===== src/rtl/gf2wm_pkg.sv =====
package gf2wm_pkg;

  typedef enum logic {
    ST_IDLE = 1'b0,
    ST_RUN  = 1'b1
  } gf2wm_state_e;

endpackage


===== src/rtl/gf2wm_stage.sv =====
module gf2wm_stage #(
  parameter int W = 32
) (
  input  logic [W-1:0] mcand_i,
  input  logic [W-1:0] acc_i,
  input  logic [W-1:0] poly_i,
  input  logic         mul_bit_i,
  input  logic         lo_bit_i,
  input  logic         reduce_i,
  output logic [W-1:0] mcand_o,
  output logic [W-1:0] acc_o,
  output logic         fb_o,
  output logic         ins_o
);

  logic [W-1:0] poly_gate;
  logic [W-1:0] shifted;

  // Fold request: top bit leaving the word, honoured only in field mode.
  assign fb_o  = mcand_i[W-1] & reduce_i;
  // Lower-word tap enters the vacated bit only in window mode.
  assign ins_o = lo_bit_i & ~reduce_i;

  for (genvar i = 0; i < W; i++) begin : g_bit
    assign poly_gate[i] = poly_i[i] & fb_o;
    if (i == 0) begin : g_lsb
      assign shifted[i] = ins_o;
    end else begin : g_mid
      assign shifted[i] = mcand_i[i-1];
    end
    assign mcand_o[i] = shifted[i] ^ poly_gate[i];
    assign acc_o[i]   = acc_i[i] ^ (mcand_i[i] & mul_bit_i);
  end

endmodule


===== src/rtl/gf2wm_ctrl.sv =====
module gf2wm_ctrl
  import gf2wm_pkg::*;
#(
  parameter int W = 32
) (
  input  logic clk,
  input  logic rst_n,
  input  logic start_i,
  output logic accept_o,
  output logic busy_o,
  output logic last_o
);

  localparam int CW = (W > 2) ? $clog2(W) : 1;
  localparam logic [CW-1:0] LAST = CW'(W - 1);

  gf2wm_state_e state_q;
  logic [CW-1:0] cnt_q;

  assign busy_o   = (state_q == ST_RUN);
  assign accept_o = start_i & ~busy_o;
  assign last_o   = busy_o & (cnt_q == LAST);

  always_ff @(posedge clk or negedge rst_n) begin
    if (!rst_n) begin
      state_q <= ST_IDLE;
      cnt_q   <= '0;
    end else begin
      case (state_q)
        ST_IDLE: begin
          if (start_i) begin
            state_q <= ST_RUN;
            cnt_q   <= '0;
          end
        end
        default: begin
          if (cnt_q == LAST) begin
            state_q <= ST_IDLE;
            cnt_q   <= '0;
          end else begin
            cnt_q <= cnt_q + CW'(1);
          end
        end
      endcase
    end
  end

  // a run is not disturbed by start; the stage count keeps advancing
  a_r5_count_advances : assert property (@(posedge clk) disable iff (!rst_n)
    (busy_o && !last_o) |=> (busy_o && cnt_q == $past(cnt_q) + CW'(1)));

  // the run ends right after the last stage
  a_r3_run_ends : assert property (@(posedge clk) disable iff (!rst_n)
    last_o |=> !busy_o);

endmodule


===== src/rtl/gf2_window_mul.sv =====
module gf2_window_mul #(
  parameter int W = 32
) (
  input  logic         clk,
  input  logic         rst_n,
  input  logic         start_i,
  input  logic         reduce_i,
  input  logic [W-1:0] mcand_hi_i,
  input  logic [W-1:0] mcand_lo_i,
  input  logic [W-1:0] mplier_i,
  output logic [W-1:0] result_o,
  output logic         done_o
);

  logic         accept;
  logic         busy;
  logic         last_stage;
  logic [W-1:0] mcand_q;
  logic [W-1:0] lo_q;
  logic [W-1:0] mul_q;
  logic         mode_q;
  logic [W-1:0] acc_q;
  logic [W-1:0] mcand_nxt;
  logic [W-1:0] acc_nxt;
  logic         fb_active;
  logic         ins_bit;
  logic [W-1:0] result_q;
  logic         done_q;

  gf2wm_ctrl #(.W(W)) u_ctrl (
    .clk      (clk),
    .rst_n    (rst_n),
    .start_i  (start_i),
    .accept_o (accept),
    .busy_o   (busy),
    .last_o   (last_stage)
  );

  gf2wm_stage #(.W(W)) u_stage (
    .mcand_i   (mcand_q),
    .acc_i     (acc_q),
    .poly_i    (lo_q),
    .mul_bit_i (mul_q[0]),
    .lo_bit_i  (lo_q[W-1]),
    .reduce_i  (mode_q),
    .mcand_o   (mcand_nxt),
    .acc_o     (acc_nxt),
    .fb_o      (fb_active),
    .ins_o     (ins_bit)
  );

  // Operand and stage registers. In window mode lo_q is a tap shifter;
  // in field mode it holds the modulus steady.
  always_ff @(posedge clk or negedge rst_n) begin
    if (!rst_n) begin
      mcand_q <= '0;
      lo_q    <= '0;
      mul_q   <= '0;
      mode_q  <= 1'b0;
      acc_q   <= '0;
    end else if (accept) begin
      mcand_q <= mcand_hi_i;
      lo_q    <= mcand_lo_i;
      mul_q   <= mplier_i;
      mode_q  <= reduce_i;
      acc_q   <= '0;
    end else if (busy) begin
      mcand_q <= mcand_nxt;
      acc_q   <= acc_nxt;
      mul_q   <= mul_q >> 1;
      if (!mode_q) begin
        lo_q <= lo_q << 1;
      end
    end
  end

  always_ff @(posedge clk or negedge rst_n) begin
    if (!rst_n) begin
      result_q <= '0;
      done_q   <= 1'b0;
    end else begin
      done_q <= last_stage;
      if (last_stage) begin
        result_q <= acc_nxt;
      end
    end
  end

  assign result_o = result_q;
  assign done_o   = done_q;

  // completion flag follows the last stage and lasts one cycle
  a_r3_done_after_last : assert property (@(posedge clk) disable iff (!rst_n)
    last_stage |=> done_o);
  a_r3_done_one_cycle : assert property (@(posedge clk) disable iff (!rst_n)
    done_o |=> !done_o);

  // result only moves together with a completion
  a_r4_result_hold : assert property (@(posedge clk) disable iff (!rst_n)
    !done_o |-> $stable(result_o));

  // window mode never folds the modulus back in
  a_r2_no_feedback : assert property (@(posedge clk) disable iff (!rst_n)
    (busy && !mode_q) |-> !fb_active);

  // field mode never feeds the lower-word tap into the shifted LSB
  a_r1_no_insert : assert property (@(posedge clk) disable iff (!rst_n)
    (busy && mode_q) |-> !ins_bit);

endmodule


===== config.mk =====
export PLATFORM = sky130hd
export DESIGN_NAME = gf2_window_mul
export DESIGN_NICKNAME = d
export VERILOG_FILES = /design/src/rtl/gf2wm_pkg.sv /design/src/rtl/gf2wm_stage.sv /design/src/rtl/gf2wm_ctrl.sv /design/src/rtl/gf2_window_mul.sv
export SDC_FILE = /design/constraint.sdc
export NUM_CORES = 1
export LEC_CHECK = 0
export BUFFER_PORTS_ARGS = -buffer_cell sky130_fd_sc_hd__buf_4
export CORE_ASPECT_RATIO = 0.6
export CORE_MARGIN = 2
export CORE_UTILIZATION = 45
export CTS_BUF_LIST = sky130_fd_sc_hd__clkbuf_4 sky130_fd_sc_hd__clkbuf_8
export CTS_CLUSTER_DIAMETER = 100
export DETAILED_ROUTE_END_ITERATION = 8
export HOLD_SLACK_MARGIN = 0.08
export PLACE_DENSITY = 0.69
export SKIP_CTS_REPAIR_TIMING = 1
export SYNTH_ARGS = -nofsm -noshare
export SYNTH_HDL_FRONTEND = slang
export SYNTH_SLANG_ARGS = --single-unit

===== constraint.sdc =====
create_clock -name clk -period 4.4 [get_ports clk]
set_clock_uncertainty 0.2 [all_clocks]
set_input_delay 0.44 -clock clk [delete_from_list [all_inputs] [get_ports clk]]
set_output_delay 0.44 -clock clk [all_outputs]
set_load 0.01 [all_outputs]

==> flow_summary.json <==
{
  "yosysWarnings": 0,
  "yosys-top-cells-area": "dfrtp_1 51%, mux2i_1 7.7%, mux2_2 4.4%, a22o_1 3.5%, xor2_1 3.4%",
  "cts-root-buf": "clkbuf_8",
  "fp.dieW_um": 178,
  "timing.max_cap.violations": 0,
  "grt_overflow_total": 0,
  "setup_slack_ns": 1.44,
  "cts-htree-levels": 4,
  "clk_pin_slew_ns": 0.09,
  "antenna_found_initial": 0,
  "drtAntennaViolNets": 0,
  "p_sw_mw": 2.14,
  "startpoint_type": "flop",
  "fill_cells": 1599,
  "r2r_end": "lo_q[16]",
  "die_y_um": 109,
  "finalSetupViolations": 0,
  "worstSetupEndpoint": "lo_q[16]",
  "final_hold_viol_count": 0,
  "drive_gt1_frac": 0.265,
  "synth_area_leader_cell": "dfrtp_1",
  "avgSynthCellArea_um2": 11.2,
  "regToRegStartpoint": "u_ctrl.busy_o",
  "ys_seq_elements": 168,
  "dieArea_mm2": 0.0194,
  "period_share": 0.673,
  "cts_tree": "done",
  "globalplace.congestion": 0.769,
  "post-place-ws_ns": 1.43,
  "start_util": 0.456,
  "final_cell_count_no_fill": 1129,
  "detail_route.first_pass.iterations": 4,
  "power_frac_comb": 0.359,
  "dr_total_vias": 5744,
  "dp_hpwl_mm": 11.2,
  "p_int_mw": 4.00,
  "fmax_ghz": 0.338,
  "period_minus_slack_ns": 2.96,
  "synth.top_cell.area_share": 0.513,
  "n_antenna_cell": 0,
  "power_density_mw_per_mm2": 615,
  "grt_first_pass_wirelength_mm": 28.9,
  "area_growth_pct": 21.7,
  "slew_viol_final": 0,
  "clockBufferDepth": 2,
  "wl_met3_um": 844,
  "cts_sinks": 168,
  "reg2reg_depth": 3,
  "routedWlPerCell_um": 16.1,
  "cp-startpoint": "u_ctrl.busy_o",
  "placed_cells": 1051,
  "grt_max_degree": 117,
  "drc": 0,
  "cts_buffers": 17,
  "worst-path-max-fanout": 94,
  "setup_tns_ns": 0,
  "row_count": 38,
  "status": "finished clean",
  "ios": 133,
  "seqPwrFrac": 0.459,
  "maxUsedRoutingLayer": "met4",
  "core_mm2": 0.0180,
  "layout_commonest_cell": "dfrtp_1",
  "leakage_nw": 4.63,
  "synth_cell_type_count": 34,
  "routed_wl_mm": 18.2,
  "swShare": 0.349,
  "max-slew-margin-rel": 0.160,
  "rsz0062_at_grt": "false",
  "drt-met1-wl_mm": 9.58,
  "fin_nets": 979,
  "drtIter0Drc": 355,
  "hold_path.class": "in2reg",
  "tightest_slew_ns": 1.26,
  "syn_inst": 732,
  "clkPwrFrac": 0.181,
  "ys_seq_area_frac": 0.513,
  "cp.required_ns": 4.50,
  "cp-end-kind": "flop",
  "port_buffers": 132,
  "synth_nets": 835,
  "cp.arrival_ns": 3.06,
  "grt_pass1_vias": 5395,
  "grt.total_usage": 0.193,
  "wl_met2_mm": 7.71,
  "via_per_inst": 5.09,
  "r2r_slack_ns": 1.44,
  "crit_type": "reg2reg",
  "irDropWorstVdd_mv": 0.291,
  "clk_latency_ns": 0.44,
  "layout_common_cells": "167 x dfrtp_1, 137 x buf_4, 65 x nand2_1",
  "netlist_area_mm2": 0.00820
}
[metal layers]
metal	vias to the layer above	track usage
li1	2825	-
met1	2805	0.303
met2	112	0.270
met3	2	0.0394
met4	0	0.0488
met5	-	0
[cell type report]
cell class                 count  area [um^2]  share of cell area
tap                          240          300              0.0301
timing repair buffer         184         1500               0.150
multi-input combinational    502         3560               0.357
clock inverter                13          144              0.0144
clock buffer                  19          255              0.0256
inverter                       3         11.3             0.00113
sequential                   168         4210               0.422
[state kept, by name, indices dropped and copies added (netlist names)]
name           cells
done_o             1
result_o          32
u_ctrl.cnt_q       5
lo_q              32
acc_q             32
mode_q             1
u_ctrl.busy_o      1
mcand_q           32
mul_q             32
[kinds of logic after synthesis]
| kind of cell | after synthesis | synth area share |
|---|---|---|
| buffers and inverters | 62 | 0.0533 |
| XOR/XNOR | 63 | 0.0673 |
| adder cells (fa/ha/maj) | 3 | 0.00458 |
| flip-flops | 168 | 0.513 |
| AO/OA/AOI/OAI | 167 | 0.141 |
| AND/OR/NAND/NOR | 174 | 0.100 |
| multiplexers | 95 | 0.121 |
[power groups by stage]
stage / logic, mW / registers (mW) / clock network, mW
after floorplan: 1.75 / 2.68 / 0
after global placement: 2.12 / 2.84 / 0
after detailed placement: 2.19 / 2.84 / 0
after CTS: 2.19 / 2.82 / 1.15
after global routing: 2.45 / 2.92 / 1.22
final: 2.20 / 2.82 / 1.11
[Yosys cell counts]
| cell | n |
|---|---|
| nor2_4 | 1 |
| nor2b_4 | 1 |
| a22o_1 | 33 |
| a211oi_1 | 32 |
| a21oi_2 | 29 |
| o22ai_1 | 1 |
| buf_2 | 31 |
| and2_1 | 1 |
| nand2_1 | 65 |
| and3_1 | 1 |
| ha_1 | 3 |
| a21oi_1 | 35 |
| nand2b_1 | 1 |
| nand3b_1 | 1 |
| clkbuf_1 | 6 |
| nor3_1 | 1 |
| a21o_1 | 1 |
| mux2i_1 | 63 |
| xor2_1 | 32 |
| nor2_1 | 35 |
| buf_4 | 7 |
| a221o_1 | 1 |
| nand2b_4 | 1 |
| o21ai_0 | 34 |
| nor2b_1 | 33 |
| nor3b_1 | 1 |
| xnor2_1 | 31 |
| dfrtp_1 | 168 |
| buf_12 | 3 |
| a31oi_1 | 1 |
| inv_1 | 3 |
| buf_6 | 12 |
| mux2_2 | 32 |
| nand3_1 | 32 |
[how the worst min path moves through the flow]
stage | end | depth (start not counted) | startpoint
after floorplan | acc_q[0] | 0 | rst_n
after global placement | mul_q[28] | 2 | mul_q[29]
after detailed placement | mul_q[28] | 2 | mul_q[29]
after CTS | mul_q[2] | 1 | rst_n
after global routing | mcand_q[22] | 3 | mcand_hi_i[22]
final | mul_q[17] | 3 | mplier_i[17]
[worst max-delay path: stages, from the launching register on]
cell and delay (ns):
dfrtp_4 1.07, nor2b_4 1.10, mux2i_1 0.33, a21oi_2 0.07
[metrics by stage]
stage / power (mW) / util / cell area, um^2 / hold slack (ns)
6_report: 6.13 / 0.555 / 9980 / 0.0782
5_1_grt: 6.60 / 0.555 / 9980 / 0.0867
4_1_cts: 6.17 / 0.530 / 9520 / -0.0368
3_5_place_dp: 5.02 / 0.507 / 9120 / 0.267
3_3_place_gp: 4.96 / 0.507 / 9120 / 0.262
2_1_floorplan: 4.43 / - / 8200 / -0.0556
(Power assumes the default switching activity.)
